## src/rtl/bic_pkg.sv

```systemverilog
package bic_pkg;

   typedef enum logic [2:0] {
      ST_IDLE,
      ST_WAIT_REQ,
      ST_ACK,
      ST_ARMED,
      ST_XFER,
      ST_PAUSE,
      ST_TERM
   } bic_state_e;

   function automatic logic grant_held(input bic_state_e s);
      return (s == ST_ACK) || (s == ST_ARMED) || (s == ST_XFER) ||
             (s == ST_PAUSE) || (s == ST_TERM);
   endfunction

   function automatic logic path_open(input bic_state_e s);
      return (s == ST_ARMED) || (s == ST_XFER) || (s == ST_PAUSE);
   endfunction

endpackage

```

## src/rtl/bic_strobe_sync.sv

```systemverilog
module bic_strobe_sync #(
   parameter int DATA_W      = 16,
   parameter int SYNC_STAGES = 2
) (
   input  logic              clk_i,
   input  logic              rst_ni,
   input  logic              strobe_i,
   input  logic [DATA_W-1:0] data_i,
   output logic              edge_o,
   output logic [DATA_W-1:0] word_o
);
   localparam int LAST = SYNC_STAGES - 1;

   logic [SYNC_STAGES-1:0] stb_q;
   logic [DATA_W-1:0]      dat_q [SYNC_STAGES];
   logic                   hist_q;

   generate
      for (genvar i = 0; i < SYNC_STAGES; i++) begin : g_stage
         if (i == 0) begin : g_first
            always_ff @(posedge clk_i or negedge rst_ni) begin
               if (!rst_ni) begin
                  stb_q[0] <= 1'b0;
                  dat_q[0] <= '0;
               end else begin
                  stb_q[0] <= strobe_i;
                  dat_q[0] <= data_i;
               end
            end
         end else begin : g_next
            always_ff @(posedge clk_i or negedge rst_ni) begin
               if (!rst_ni) begin
                  stb_q[i] <= 1'b0;
                  dat_q[i] <= '0;
               end else begin
                  stb_q[i] <= stb_q[i-1];
                  dat_q[i] <= dat_q[i-1];
               end
            end
         end
      end
   endgenerate

   always_ff @(posedge clk_i or negedge rst_ni) begin
      if (!rst_ni) hist_q <= 1'b0;
      else         hist_q <= stb_q[LAST];
   end

   assign edge_o = stb_q[LAST] ^ hist_q;
   assign word_o = dat_q[LAST];

endmodule

```

## src/rtl/bic_pause_budget.sv

```systemverilog
module bic_pause_budget #(
   parameter int CNT_W = 2
) (
   input  logic             clk_i,
   input  logic             rst_ni,
   input  logic             clr_cnt_i,
   input  logic             clr_flag_i,
   input  logic             edge_i,
   input  logic [CNT_W-1:0] limit_i,
   output logic             accept_o,
   output logic             over_o
);
   logic [CNT_W-1:0] cnt_q;
   logic             over_q;

   assign accept_o = (cnt_q < limit_i);

   always_ff @(posedge clk_i or negedge rst_ni) begin
      if (!rst_ni) begin
         cnt_q <= '0;
      end else if (clr_cnt_i) begin
         cnt_q <= '0;
      end else if (edge_i && accept_o) begin
         cnt_q <= cnt_q + 1'b1;
      end
   end

   always_ff @(posedge clk_i or negedge rst_ni) begin
      if (!rst_ni) begin
         over_q <= 1'b0;
      end else if (clr_flag_i) begin
         over_q <= 1'b0;
      end else if (!clr_cnt_i && edge_i && !accept_o) begin
         over_q <= 1'b1;
      end
   end

   assign over_o = over_q;

endmodule

```

## src/rtl/bic_bus_drive.sv

```systemverilog
module bic_bus_drive #(
   parameter int ADDR_W    = 3,
   parameter int SEL_W     = 2,
   parameter bit ZERO_ADDR = 1'b1
) (
   input  logic              clk_i,
   input  logic              rst_ni,
   input  logic              cmd_start_i,
   input  logic              in_cmd_i,
   input  logic              in_burst_i,
   input  logic [ADDR_W-1:0] pio_addr_i,
   input  logic [SEL_W-1:0]  pio_sel_n_i,
   output logic [ADDR_W-1:0] addr_o,
   output logic [SEL_W-1:0]  sel_n_o
);
   logic [ADDR_W-1:0] cmd_addr;

   generate
      if (ZERO_ADDR) begin : g_zero
         logic unused_zero;
         assign unused_zero = ^{clk_i, rst_ni, cmd_start_i};
         assign cmd_addr = '0;
      end else begin : g_hold
         logic [ADDR_W-1:0] held_q;
         always_ff @(posedge clk_i or negedge rst_ni) begin
            if (!rst_ni)          held_q <= '0;
            else if (cmd_start_i) held_q <= pio_addr_i;
         end
         assign cmd_addr = held_q;
      end
   endgenerate

   assign addr_o  = in_cmd_i   ? cmd_addr : pio_addr_i;
   assign sel_n_o = in_burst_i ? '1       : pio_sel_n_i;

endmodule

```

## src/rtl/burst_init_ctrl.sv

```systemverilog
module burst_init_ctrl
   import bic_pkg::*;
#(
   parameter int DATA_W       = 16,
   parameter int ADDR_W       = 3,
   parameter int SEL_W        = 2,
   parameter int MODE_W       = 3,
   parameter int SYNC_STAGES  = 2,
   parameter int LOW_MODE_MAX = 2,
   parameter int LIMIT_LOW    = 2,
   parameter int LIMIT_HIGH   = 3,
   parameter bit ZERO_ADDR    = 1'b1
) (
   input  logic              clk_i,
   input  logic              rst_ni,
   input  logic              cmd_go_i,
   input  logic              cmd_end_i,
   input  logic [MODE_W-1:0] mode_i,
   input  logic              dev_req_i,
   input  logic              pause_i,
   input  logic              end_i,
   input  logic              strobe_i,
   input  logic [DATA_W-1:0] data_i,
   input  logic [ADDR_W-1:0] pio_addr_i,
   input  logic [SEL_W-1:0]  pio_sel_n_i,
   output logic              ack_n_o,
   output logic              stop_o,
   output logic              rdy_n_o,
   output logic [ADDR_W-1:0] addr_o,
   output logic [SEL_W-1:0]  sel_n_o,
   output logic              word_valid_o,
   output logic [DATA_W-1:0] word_o,
   output logic              overrun_o
);
   localparam int CNT_W = $clog2(LIMIT_HIGH + 1);

   generate
      if (SYNC_STAGES < 2) begin : g_bad_sync
         $error("SYNC_STAGES must be at least 2");
      end
      if (LIMIT_LOW < 1 || LIMIT_HIGH < LIMIT_LOW) begin : g_bad_limit
         $error("pause allowance limits out of order");
      end
      if (LOW_MODE_MAX >= (1 << MODE_W)) begin : g_bad_mode
         $error("LOW_MODE_MAX does not fit MODE_W");
      end
   endgenerate

   bic_state_e        state_q, state_d;
   logic [MODE_W-1:0] mode_q;
   logic [CNT_W-1:0]  limit;
   logic              sync_edge;
   logic [DATA_W-1:0] sync_word;
   logic              budget_ok;
   logic              cmd_start;
   logic              take_word;
   logic              valid_q;
   logic [DATA_W-1:0] word_q;

   assign cmd_start = (state_q == ST_IDLE) && cmd_go_i;

   bic_strobe_sync #(
      .DATA_W      (DATA_W),
      .SYNC_STAGES (SYNC_STAGES)
   ) u_sync (
      .clk_i    (clk_i),
      .rst_ni   (rst_ni),
      .strobe_i (strobe_i),
      .data_i   (data_i),
      .edge_o   (sync_edge),
      .word_o   (sync_word)
   );

   always_ff @(posedge clk_i or negedge rst_ni) begin
      if (!rst_ni)        mode_q <= '0;
      else if (cmd_start) mode_q <= mode_i;
   end

   assign limit = (int'(mode_q) <= LOW_MODE_MAX) ? CNT_W'(LIMIT_LOW) : CNT_W'(LIMIT_HIGH);

   bic_pause_budget #(
      .CNT_W (CNT_W)
   ) u_budget (
      .clk_i      (clk_i),
      .rst_ni     (rst_ni),
      .clr_cnt_i  (state_q != ST_PAUSE),
      .clr_flag_i (cmd_start),
      .edge_i     (sync_edge),
      .limit_i    (limit),
      .accept_o   (budget_ok),
      .over_o     (overrun_o)
   );

   always_comb begin
      state_d = state_q;
      unique case (state_q)
         ST_IDLE:     if (cmd_go_i) state_d = ST_WAIT_REQ;
         ST_WAIT_REQ: begin
            if (dev_req_i)      state_d = ST_ACK;
            else if (cmd_end_i) state_d = ST_IDLE;
         end
         ST_ACK:      state_d = ST_ARMED;
         ST_ARMED:    if (sync_edge) state_d = ST_XFER;
         ST_XFER: begin
            if (end_i || !dev_req_i) state_d = ST_TERM;
            else if (pause_i)        state_d = ST_PAUSE;
         end
         ST_PAUSE: begin
            if (end_i || !dev_req_i) state_d = ST_TERM;
            else if (!pause_i)       state_d = ST_XFER;
         end
         ST_TERM:     state_d = ST_WAIT_REQ;
         default:     state_d = ST_IDLE;
      endcase
   end

   always_ff @(posedge clk_i or negedge rst_ni) begin
      if (!rst_ni) state_q <= ST_IDLE;
      else         state_q <= state_d;
   end

   assign ack_n_o = !grant_held(state_q);
   assign stop_o  = !path_open(state_q);
   assign rdy_n_o = !((state_q == ST_ARMED) || (state_q == ST_XFER));

   assign take_word = sync_edge &&
                      ((state_q == ST_ARMED) || (state_q == ST_XFER) ||
                       ((state_q == ST_PAUSE) && budget_ok));

   always_ff @(posedge clk_i or negedge rst_ni) begin
      if (!rst_ni) begin
         valid_q <= 1'b0;
         word_q  <= '0;
      end else begin
         valid_q <= take_word;
         if (take_word) word_q <= sync_word;
      end
   end

   assign word_valid_o = valid_q;
   assign word_o       = word_q;

   bic_bus_drive #(
      .ADDR_W    (ADDR_W),
      .SEL_W     (SEL_W),
      .ZERO_ADDR (ZERO_ADDR)
   ) u_bus (
      .clk_i       (clk_i),
      .rst_ni      (rst_ni),
      .cmd_start_i (cmd_start),
      .in_cmd_i    (state_q != ST_IDLE),
      .in_burst_i  (grant_held(state_q)),
      .pio_addr_i  (pio_addr_i),
      .pio_sel_n_i (pio_sel_n_i),
      .addr_o      (addr_o),
      .sel_n_o     (sel_n_o)
   );

endmodule

```

## config.mk

```make
export PLATFORM = sky130hd
export DESIGN_NAME = burst_init_ctrl
export DESIGN_NICKNAME = d
export VERILOG_FILES = /design/src/rtl/bic_pkg.sv /design/src/rtl/bic_strobe_sync.sv /design/src/rtl/bic_pause_budget.sv /design/src/rtl/bic_bus_drive.sv /design/src/rtl/burst_init_ctrl.sv
export SDC_FILE = /design/constraint.sdc
export NUM_CORES = 1
export LEC_CHECK = 0
export ABC_AREA = 1
export ABC_CLOCK_PERIOD_IN_PS = 1230
export BUFFER_PORTS_ARGS = -buffer_cell sky130_fd_sc_hd__buf_2
export CAP_MARGIN = 5
export CORE_MARGIN = 1
export CORE_UTILIZATION = 46
export DETAILED_ROUTE_END_ITERATION = 16
export GPL_ROUTABILITY_DRIVEN = 1
export PLACE_DENSITY = 0.74
export SYNTH_ARGS = -nofsm -noshare
export SYNTH_HDL_FRONTEND = slang
export SYNTH_SLANG_ARGS = --single-unit
```

## constraint.sdc

```tcl
create_clock -name clk_i -period 1.23 [get_ports clk_i]
set_input_delay 0.246 -clock clk_i [delete_from_list [all_inputs] [get_ports clk_i]]
set_output_delay 0.246 -clock clk_i [all_outputs]
set_load 0.01 [all_outputs]
```

==> results.md, run 1 <==
- The slowest stage of the critical path belongs to the cell dfrtp_2.
- The number of vias per cell after detailed routing is 4.63.
- The floorplan has 24 rows.
- The die boundary height is 71.5 µm.
- Dividing total power by cell area gives a power density of 2250 nW/µm².
- In this run the critical register-to-register path is captured at word_o[15].
- The final reports fail on setup timing.
- Across every metal layer, demand over resource in global routing totals 0.170.
- The startpoint type of the worst setup path is a flop.
- The cell family contributing the most delay on the critical path is flip-flops.
- Detailed placement ended at an HPWL of 2.69 mm.
- The maximum VDD drop is 1200 µV.
- The die covers 5110 µm².
- The pin count of the biggest net entering global routing is 35.
- The share of the Yosys chip area taken by registers is 0.688.
- The synthesis-stage register bit count is 61.
- The initial antenna violation count is 0.
- The number of pins exceeding their max-slew limit in the final report is 0.
- Setup repair after global routing could not meet its margin everywhere.
- The synthesized netlist occupies a cell area of 2220 µm².
- The clock skew after layout is 3.37 ps.
- The critical path runs through a total of 5 cells.
- In this run the number of H-tree levels came out at 3.
- OpenSTA, run right after detailed placement, puts the worst setup slack at -105 ps.
- Clock-pin slew was measured on the worst setup and hold paths at 60 ps.
- The kind of critical path is flop to output pin.
- In the post-route analysis, the smallest setup slack over all paths is -330 ps.
- The worst setup path is captured at an output pin.
- Traced cell by cell, the critical path runs through nand2_2 -> nor2_4 -> buf_6 -> nor2_4 -> buf_6.
- The fraction of final layout cells sized beyond drive strength 1 is 0.465.
- The repair_antennas step left the layout with diodes totalling 0.
- The part of the cycle the worst path needs is 1.27.
- The first detailed-routing pass took 4 iterations.
- The run finished, with violations left.
- In the final routed layout, each cell accounts on average for 11.2 µm.
- The sum of overflow across all layers after global routing is 0.
- The minimum clock period after layout is 1560 ps.
- The setup slack on the worst flop-to-flop path is -250 ps.
- After the last flow step, the layout net total stands at 315.
- At the later pin of the worst-skew pair, clock insertion delay measures 320 ps.
- The tool flagged a number of max-cap violations equal to 0.
- The most critical setup path has its startpoint at state_q[0].
- The number of I/O pins is 58.
- The final setup TNS is -6620 ps.
- In the routed design, unresolved DRC markers number 0.
- The logic depth of the worst register-to-register path is 8.
- TritonCTS built the clock tree.
- The min-delay analysis places its worst path in the category primary input to flop.
- The final standard cell utilization of the core is 0.656.
- The leakage power is 1.55 nW.
- Setup violations remaining at the end of the flow were counted as 28.
- The data arrival time at the worst-slack endpoint is 1310 ps.
- The total wirelength of the detailed-routed design is 3.82 mm.
- The startpoint of the most critical register-to-register path is state_q[1].
- Counting along the longest clock path gives a buffer depth of 2.
- The buffer type at the clock tree root is clkbuf_8.
- Static timing analysis puts the maximum clock frequency at 641 MHz.
- For this block, the initial DRC count from the detailed router was 52.
- The initial core utilization is 0.493.
- The placeable core area is 4500 µm².
- Counting every net in the synthesized netlist gives 230.
- In this design, the stage delay of the slowest critical-path cell is 440 ps.
- The cell count after synthesis came out at 198.
- The sink count of the clock tree is 61.
- A synthesized cell averages 11.2 µm².
- The layout overhead on the synthesized area is 33.2%.
- The number of global-route vias before repair is 1506.
- The required time of the critical path is 980 ps.
- Of all nets on the critical path, the largest fanout is 6.
- The first-pass GRT wire length is 6.42 mm.
- The total via count in the routed design is 1573.
- The pin slew with the least headroom to its limit is 353 ps.
- The detail route stage leaves a number of antenna-violating nets equal to 0.
- The capturing element of the worst setup path is stop_o.
- TritonCTS created 9 clock buffers.
- The critical path buffer and inverter count is 2.
- The relative max-transition margin is 0.764.
- From left edge to right edge, the die measures 71.5 µm.
- The hold violation total from the final report came to 0.
- The count of synthesis-stage warnings from yosys is 0.
- Input and output buffers added on the ports amount to 57.
- The number of unique standard cell types used by synthesis is 19.
- The final weighted congestion in routability-driven placement is 0.784.
- The worst hold-check slack is 24.2 ps.
worst min-delay path by stage:
stage,startpoint,to,cells after the start
6_report,data_i[7],u_sync.dat_q[23],1
3_5_place_dp,rst_ni,u_sync.word_o[5],1
3_3_place_gp,rst_ni,u_sync.word_o[5],1
2_1_floorplan,rst_ni,mode_q[0],0
4_1_cts,data_i[7],u_sync.dat_q[23],1
5_1_grt,data_i[15],u_sync.dat_q[31],1
metal layers:
layer	part of all wire	global-route usage	vias to the layer above	wire length [µm]
met5	0	0	-	0
met4	0.017	0.0850	0	63
met3	0.046	0.0605	7	177
met2	0.49	0.277	43	1890
met1	0.44	0.200	733	1690
li1	-	-	790	-
cells in the final DEF, fill, tap and decap left out, types with 6 or more instances in the layout:
master	Yosys	routed
buf_2	2	55
buf_4	1	13
buf_6	0	7
clkbuf_8	0	9
dfrtp_1	61	59
inv_1	17	14
inv_2	3	6
nand2_1	39	36
nand2_2	20	23
nand3_1	22	22
nor2_1	16	11
worst reg2reg max path, stage by stage (launching register included):
cell     delay [ps]
dfrtp_2         450
nor2_4          170
buf_4           150
nand2_2          50
inv_2            80
nand3_4         170
buf_6           180
nand3_1          80
nand2_2          50
power breakdown:
group | switching, mW | internal, mW | leakage, nW
Sequential | 0.249 | 2.44 | 0.735
Combinational | 1.41 | 1.14 | 0.733
Clock | 0.711 | 0.716 | 0.0829
cells in the mapped netlist, drive strengths merged:
| cell type | n | area share |
|---|---|---|
| a21oi | 3 | 0.0068 |
| nand3 | 23 | 0.058 |
| buf | 4 | 0.017 |
| nand2 | 62 | 0.15 |
| nor3 | 2 | 0.0045 |
| o211ai | 1 | 0.0034 |
| inv | 20 | 0.034 |
| o21ai | 4 | 0.0090 |
| nor2 | 18 | 0.035 |
| dfrtp | 61 | 0.69 |
flip-flops by register name (all words and copies together) (netlist names), 2 cells and up:
register / count
state_q: 3
u_sync.stb_q: 2
u_sync.word_o: 16
u_sync.dat_q: 16
u_budget.cnt_q: 2
word_o: 16
mode_q: 3
per-stage QoR:
step	std cells	total power, mW	instance area [µm²]
after floorplan	198	4.14	2240
after global placement	317	4.84	2660
after detailed placement	317	4.91	2660
after CTS	339	6.68	2940
after global routing	340	7.10	2960
final	340	6.66	2960
layout make-up:
cell class / count / area (µm²)
fill: 368 / 1550
clock buffer: 11 / 131
inverter: 20 / 75.1
sequential: 61 / 1530
timing repair buffer: 77 / 482
clock inverter: 5 / 27.5
tap: 52 / 65.1
multi-input combinational: 114 / 647
kinds of logic after synthesis:
family,share of synthesized area
AO/OA/AOI/OAI,0.0192
flip-flops,0.688
AND/OR/NAND/NOR,0.242
buffers and inverters,0.0507
repair_timing:
item	in CTS	in global routing
hold buffers	1	0
hold endpoints to repair	13	0
resized for setup	17	7
setup endpoints to repair	31	34
pin swaps	7	3
setup buffers	4	1
cloned	1	0
Note: power is estimated with default switching activity, not from simulation.
==> inputs of run 2 (changes only) <==
Settings changed: ABC_CLOCK_PERIOD_IN_PS 1230 to 1350, CORE_UTILIZATION 46 to 47, SYNTH_HIERARCHICAL from default to 1.
Clock period 1.23 ns to 1.35 ns, I/O delays scaled along.
==> run 2 against run 1 <==
Against the previous run:
- register-to-register slack hardly changed
- critical path type is now flop to flop
- the flow still finishes with violations (setup timing)
- clock power increased by 15%
- area after synthesis rose by 7.8%
- routed wire length up 32%
- non-clock buffer count up 4
- combinational power grew 24%
- utilization is 4.0 points higher
==> results.md, run 2 <==
- The initial antenna violation count was 0 (unchanged).
- The row count was 25 (+4.2%).
- The least setup slack across all paths after layout came to -250 ps (+79.9 ps).
- The overall power of the completed layout is 7.30 mW (+9.6%).
- The critical path's largest stage delay is 410 ps (-30 ps).
- The area of the multi-input gates is 865 µm² (+34%).
- The number of unique standard cell types used by synthesis is 25 (+6).
- The number of nets in the synthesized netlist came to 266 (+16%).
- The path class of the tightest hold or removal check is primary input to flop.
- The sum of overflow across all layers after global routing is 0 (unchanged).
- The max-capacitance violation count is 0 (unchanged).
- The instance count of the mapped netlist was 233 (+18%).
- The combinational group share of total power was 0.434 (+0.052).
- The placeable core area is 4820 µm² (+6.9%).
- The worst slack at placement is -162 ps (-57.2 ps).
- The maximum VDD drop is 968 µV (-20%).
- The commonest cells after synthesis are dfrtp_1, nand2_1, nand3_1, inv_1, buf_4.
- The clock skew after layout is 5.08 ps (+1.71 ps).
- The number of pins exceeding their max-slew limit in the final report came to 0 (unchanged).
- The pin count of the biggest net entering global routing was 62 (+77%).
- The clock slew at the register clock pins of the worst setup and hold paths is 70 ps (about the same).
- The clock insertion delay at the later pin of the skew report came to 330 ps (about the same).
- The count of flip-flops with a built-in enable after synthesis is 0 (unchanged).
- The fraction of final layout cells sized beyond drive strength 1 was 0.518 (+0.0525).
- The total via count in the routed design came to 1750 (+11%).
- The most frequent cell on the critical path is nand2_4.
- The worst setup path is captured at a flop.
- The commonest register cell after synthesis is dfrtp_1.
- The number of endpoints failing setup at the final stage is 31 (+11%).
- The net switching fraction of the power is 0.378 (+0.0231).
- Sorting the synthesized cells by area gives the leading types as dfrtp_1, nand2_1, buf_4.
- The timing-limited maximum frequency is 625 MHz.
- The net count of the finished layout is 337 (+7.0%).
- The worst setup path is of the flop to flop kind.
- The layout overhead on the synthesized area is 40.1%.
- The number of diodes added for antenna fixing is 0 (unchanged).
- The number of I/O pins is 58 (unchanged).
- Setup repair after global routing could not meet its margin everywhere.
- The run finished, with violations left.
- Broken down by cell family, the worst path's largest delay share belongs to simple AND/OR/NAND/NOR gates.
- The count of synthesis-stage warnings from yosys is 6 (+6).
- The total wirelength of the detailed-routed design came to 5.06 mm (+32%).
- The number of global-route vias before repair is 1579 (+4.8%).
- The global-route total usage across every layer is 0.183 (+0.0131).
- The biggest area contributor in the post-synthesis netlist is dfrtp_1.
- STA classifies the critical path startpoint as a flop.
- The part of the total power dissipated in the clock network is 0.227 (+0.013).
- The leakage power is 1.73 nW (+12%).
- The data arrival time at the worst-slack endpoint is 1870 ps (+560 ps).
- The routed wirelength normalized by instance count came to 13.5 µm (+20%).
- The die boundary height is 73.4 µm (+2.7%).
- The residual antenna-violating net count after detailed routing is 0 (unchanged).
- The total internal power is 4.54 mW (+5.7%).
- The first-pass GRT wire length was 7.04 mm (+9.7%).
- The detailed router's first-iteration violation count is 138 (+170%).
- The total area of sequential cells is 1530 µm² (unchanged).
- The share of power burned in registers came to 0.340 (-0.064).
- The number of buffers on the longest clock path is 2 (unchanged).
- The sum of net half-perimeters after detailed placement is 2.85 mm (+5.8%).
- The number of I/O port buffers is 57 (unchanged).
- The synthesis-stage register bit count is 61 (unchanged).
- The critical path buffer and inverter count is 2 (unchanged).
- The checks that failed: setup timing.
- The average instance area after synthesis was 10.3 µm² (-8.4%).
- The detailed-router iteration count before antenna repair was 4 (unchanged).
- The initial core utilization is 0.497 (+0.00411).
- The share of the synthesized area in the top cell type is 0.638 (-0.0500).
- The power dissipated by switching net loads is 2.76 mW (+17%).
- The worst hold-check slack came to 36.5 ps (+12.3 ps).
- The final weighted congestion in routability-driven placement is 0.783 (-0.17%).
- The die outline area came to 5380 µm² (+5.4%).
- The top fanout value on the critical path is 8 (+2).
- The hold violation total from the final report was 0 (unchanged).
- The post-layout instance area is 3350 µm² (+13%).
- The most frequent standard cell in the layout excluding fill and tap cells is dfrtp_1.
- In the layout the commonest cells are dfrtp_1, nand2_1, buf_2.
- The master of the slowest instance on the critical path is dfrtp_1.
- TritonCTS built the clock tree.
- The number of filler instances in the final layout was 340 (-7.6%).
- The proportion of synthesized flip-flops having asynchronous set or reset is 1.00 (unchanged).
- The die width is 73.4 µm (+2.7%).
- The instance area at placement is 2710 µm² (+1.8%).
- Traced cell by cell, the critical path runs through ha_4 -> nand2_4 -> nand2_4 -> inv_2 -> nand4_1 -> nand2_4 -> clkbuf_16 -> nand3_2 -> nand2_2.
- The buffer type at the clock tree root is clkbuf_8.
- The total standard cell area after synthesis came to 2390 µm² (+7.8%).
- The register area share after synthesis is 0.638 (-0.0500).
- The DRC violations left came to 0 (unchanged).
- The level count of the clock H-tree is 3 (unchanged).
- The required time of the critical path came to 1620 ps (+640 ps).
- The clock buffer count from CTS is 9 (unchanged).
- The sink count of the clock tree is 61 (unchanged).
- The power per unit of standard cell area is 2180 nW/µm² (-3.4%).
- In the finished design, the share of the clock period the worst path needs comes to 1.19.
- The number of vias per cell after detailed routing is 4.65 (+0.60%).
- The minimum clock period after layout is 1600 ps.
-- run 2: cell count changes after synthesis, sizes merged, moves of 2 or more --
cell | before | now
buf | 4 | 21
inv | 20 | 29
nand2 | 62 | 69
nand3 | 23 | 27
nor2 | 18 | 14
o21ai | 4 | 2
-- run 2: layout make-up --
type / count / share of cell area
timing repair buffer: 81 / 0.164
multi-input combinational: 122 / 0.258
inverter: 29 / 0.0347
clock buffer: 10 / 0.0410
clock inverter: 6 / 0.0213
sequential: 61 / 0.456
tap: 67 / 0.0250
-- run 2: repair_timing --
| item | in CTS | in global routing |
|---|---|---|
| setup buffers | 6 | 3 |
| endpoints found under the setup margin | 25 | 29 |
| gates resized for setup | 15 | 59 |
| hold buffers | 1 | 0 |
| endpoints found under the hold margin | 61 | 0 |
| pin swaps | 10 | 25 |
| cloned | 1 | 1 |
-- run 2: kinds of logic (layout without fill, tap and decap cells) --
| kind of cell | Yosys count | count (layout) | synth area share |
|---|---|---|---|
| compound gates | 5 | 5 | 0.0131 |
| xor+xnor | 1 | 1 | 0.00366 |
| fa+ha+maj | 1 | 1 | 0.00523 |
| buf+inv | 51 | 126 | 0.119 |
| flops | 61 | 61 | 0.638 |
| other cells | 1 | 1 | 0.00157 |
| simple gates | 113 | 114 | 0.220 |
-- run 2: worst paths after layout --
path | endpoint | startpoint | slack, ps | depth (start not counted)
max | word_o[12] | u_budget/cnt_q[1] | -250 | 9
min | u_sync/dat_q[25] | data_i[9] | 40 | 1
max reg2reg | word_o[12] | u_budget/cnt_q[1] | -250 | 9
min reg2reg | u_sync/stb_q[1] | u_sync/stb_q[0] | 350 | 0
max in group asynchronous | state_q[1] | rst_ni | 620 | 3
min in group asynchronous | u_budget/cnt_q[0] | rst_ni | 450 | 3
-- run 2: power by group through the flow --
stage / logic (mW) / clock network [mW] / registers [mW]
floorplan: 1.23 / 0 / 2.55
global placement: 1.99 / 0 / 2.48
detailed placement: 2.08 / 0 / 2.48
CTS: 2.38 / 1.69 / 2.45
global route: 3.41 / 1.78 / 2.53
finish: 3.17 / 1.65 / 2.48
-- run 2: metrics by stage --
stage | cells | util | setup TNS, ps
2_1_floorplan | 233 | - | -1850
3_3_place_gp | 348 | 0.563 | -1170
3_5_place_dp | 348 | 0.563 | -2160
4_1_cts | 372 | 0.630 | -4060
5_1_grt | 376 | 0.696 | -6980
6_report | 376 | 0.696 | -5370
-- run 2: routing by layer --
| layer | up-vias | share of wire | global-route usage |
|---|---|---|---|
| li1 | 840 | - | - |
| met3 | 17 | 0.050 | 0.0878 |
| met2 | 63 | 0.50 | 0.276 |
| met1 | 830 | 0.42 | 0.230 |
| met4 | 0 | 0.031 | 0.0662 |
| met5 | - | 0 | 0 |
==> inputs of run 3 (changes only) <==
Settings changed: CORE_UTILIZATION 47 to 30, PLACE_DENSITY 0.74 to default.
==> run 3 against run 2 <==
Against the previous run:
- largest cell class unchanged
- cell area fell by 1.5%
- flip-flop and latch count did not move
- via count fell by 6.3%
- critical path depth did not move
- clock power fell by 15%
- combinational power fell by 8.8%
- first-iteration DRC count fell by 72%
- clock skew rose by 4.6 ps
- utilization fell by 27 points
- count of clock-buffer cells in the layout rose by 1
- non-clock buffer count rose by 2
- the run still ends with setup timing left
- register-to-register slack improved by 40 ps
==> results.md, run 3 (synthesized netlist as in run 2, its figures left out) <==
- The die width is 91.3 µm (+24%).
- The maximum VDD drop was 526 µV (-46%).
- The total placed cells including tap cells is 383 (+10%).
- The leakage power is 1.71 nW (-1.3%).
- The detailed router's first-iteration violation count came to 38 (-72%).
- The top routing layer in use is met4.
- The number of endpoints failing setup at the final stage is 25 (-19%).
- The worst slack at placement is -137 ps (+25.2 ps).
- The net count of the finished layout is 339 (+0.59%).
- The number of I/O pins was 58 (unchanged).
- The kind of critical path is flop to flop.
- The die boundary height came to 91.3 µm (+24%).
- The initial core utilization is 0.310 (-0.187).
- The clock buffer count from CTS came to 9 (unchanged).
- The minimum clock period after layout is 1560 ps (-37.4 ps).
- The number of I/O port buffers is 57 (unchanged).
- The startpoint type of the worst setup path is a flop.
- The detailed-routed wire length on met2 is 2.23 mm (-11%).
- The type of destination of the critical path is a flop.
- The row count came to 32 (+28%).
- The sum of net half-perimeters after detailed placement is 3.00 mm (+5.2%).
- The final weighted congestion in routability-driven placement is 0.772 (-1.3%).
- The overall power of the completed layout is 6.77 mW (-7.2%).
- The number of global-route vias before repair is 1646 (+4.2%).
- The final reports fail on setup timing.
- The final standard cell utilization of the core came to 0.427 (-0.269).
- The part of the cycle the worst path needs is 1.16 (-0.0277).
- The hold violation total from the final report is 0 (unchanged).
- The count of non-filler cells in the finished layout is 413 (+9.8%).
- The number of buffers on the longest clock path is 2 (unchanged).
- The number of vias per cell after detailed routing was 3.97 (-15%).
- The initial antenna violation count is 0 (unchanged).
- The clock skew after layout is 9.65 ps (+4.56 ps).
- The sink count of the clock tree came to 61 (unchanged).
- The fraction of final layout cells sized beyond drive strength 1 was 0.511 (-0.00655).
- The sum of overflow across all layers after global routing is 0 (unchanged).
- The DRC violations left is 0 (unchanged).
- The number of pins exceeding their max-slew limit in the final report is 0 (unchanged).
- The data arrival time at the worst-slack endpoint was 1830 ps (-40 ps).
- The total wirelength of the detailed-routed design is 4.59 mm (-9.3%).
- The timing-limited maximum frequency is 640 MHz (+2.4%).
- The routed length on met3 is 176 µm (-31%).
- The pin count of the biggest net entering global routing is 62 (unchanged).
- The die outline area was 8340 µm² (+55%).
- The detailed-router iteration count before antenna repair is 4 (unchanged).
- The clock slew at the register clock pins of the worst setup and hold paths is 70 ps (about the same).
- The instance area at placement is 2760 µm² (+1.6%).
- The required time of the critical path was 1610 ps (about the same).
- The top fanout value on the critical path came to 8 (unchanged).
- The residual antenna-violating net count after detailed routing came to 0 (unchanged).
- The layout overhead on the synthesized area is 38.0%.
- The routed metal-1 wire length is 2.14 mm (about the same).
- Setup repair after global routing could not meet its margin everywhere.
- The level count of the clock H-tree is 3 (unchanged).
- The post-layout instance area is 3300 µm² (-1.5%).
- The clock insertion delay at the later pin of the skew report is 330 ps (about the same).
- The global-route total usage across every layer is 0.117 (-0.0659).
- The least setup slack across all paths after layout is -213 ps (+37.4 ps).
- The max-capacitance violation count was 0 (unchanged).
- TritonCTS built the clock tree.
- The flow ran to the end, but the final reports show violations.
- The routed wirelength normalized by instance count is 11.1 µm (-17%).
- The first-pass GRT wire length is 7.48 mm (+6.3%).
- The library cell used most frequently in the layout, excluding fill and tap cells, is dfrtp_1.
- The path type of the worst min-delay path is primary input to flop.
- The power per unit of standard cell area is 2050 nW/µm² (-5.8%).
- The number of diodes added for antenna fixing came to 0 (unchanged).
- The buffer type at the clock tree root is clkbuf_8.
- The total via count in the routed design is 1640 (-6.3%).
- The library cells used most frequently in the layout, excluding fill and tap cells, are dfrtp_1, buf_2, nand2_1.
- The placeable core area came to 7730 µm² (+60%).
run 3: cell types whose count changed in the layout (fill, tap and decap cells not counted), moves of 2 or more:
cell / previous run / this run
buf_2: 53 / 55
buf_4: 16 / 19
buf_6: 8 / 5
nand3_1: 5 / 7
nand3_4: 6 / 3
nor2_2: 1 / 3
nor2_4: 8 / 5
run 3: timing repair:
item / CTS / global route
pin swaps: 8 / 26
setup buffers: 6 / 5
endpoints found under the setup margin: 26 / 33
resized for setup: 16 / 45
endpoints found under the hold margin: 61 / 0
cloned: 1 / 1
hold buffers: 1 / 0
run 3: worst paths after layout:
check                      slack [ps]              start           endpoint  cells after the start
min reg2reg                       350   u_sync/dat_q[27]  u_sync/word_o[11]                      0
max reg2reg                      -210  u_budget/cnt_q[1]          word_o[7]                      9
min in group asynchronous         480             rst_ni         state_q[0]                      3
max in group asynchronous         630             rst_ni          word_o[3]                      3
max                              -210  u_budget/cnt_q[1]          word_o[7]                      9
min                                40           strobe_i    u_sync/stb_q[0]                      1
run 3: area by class of cell:
class / count / area [µm²]
Clock inverter: 5 / 36.3
Tap cell: 102 / 128
Clock buffer: 11 / 141
Fill cell: 736 / 4430
Multi-Input combinational cell: 122 / 801
Inverter: 29 / 116
Sequential cell: 61 / 1530
Timing Repair Buffer: 83 / 549
run 3: where the power goes:
group	internal [mW]	leakage (nW)	switching, mW
Clock	0.714	0.0815	0.689
Sequential	2.23	0.735	0.253
Combinational	1.33	0.891	1.55
run 3: worst max-delay path, stage by stage, from the launching register on:
cell       delay, ps
dfrtp_1          410
ha_4             260
nand2_4           60
nand2_4           50
inv_2             50
nand4_1          120
nand2_4          210
clkbuf_16        200
nand3_2           60
nand2_1           70
run 3: metal layers:
layer,vias to the layer above,track usage
li1,844,-
met1,751,0.149
met2,41,0.177
met3,4,0.0327
met4,0,0.0675
met5,-,0
run 3: metrics by stage:
stage / hold WS (ps) / setup TNS (ps)
6_report: 44.6 / -4540
5_1_grt: 20.5 / -6030
4_1_cts: 26.3 / -3780
3_5_place_dp: 304 / -2040
3_3_place_gp: 297 / -1110
2_1_floorplan: -25.6 / -1850
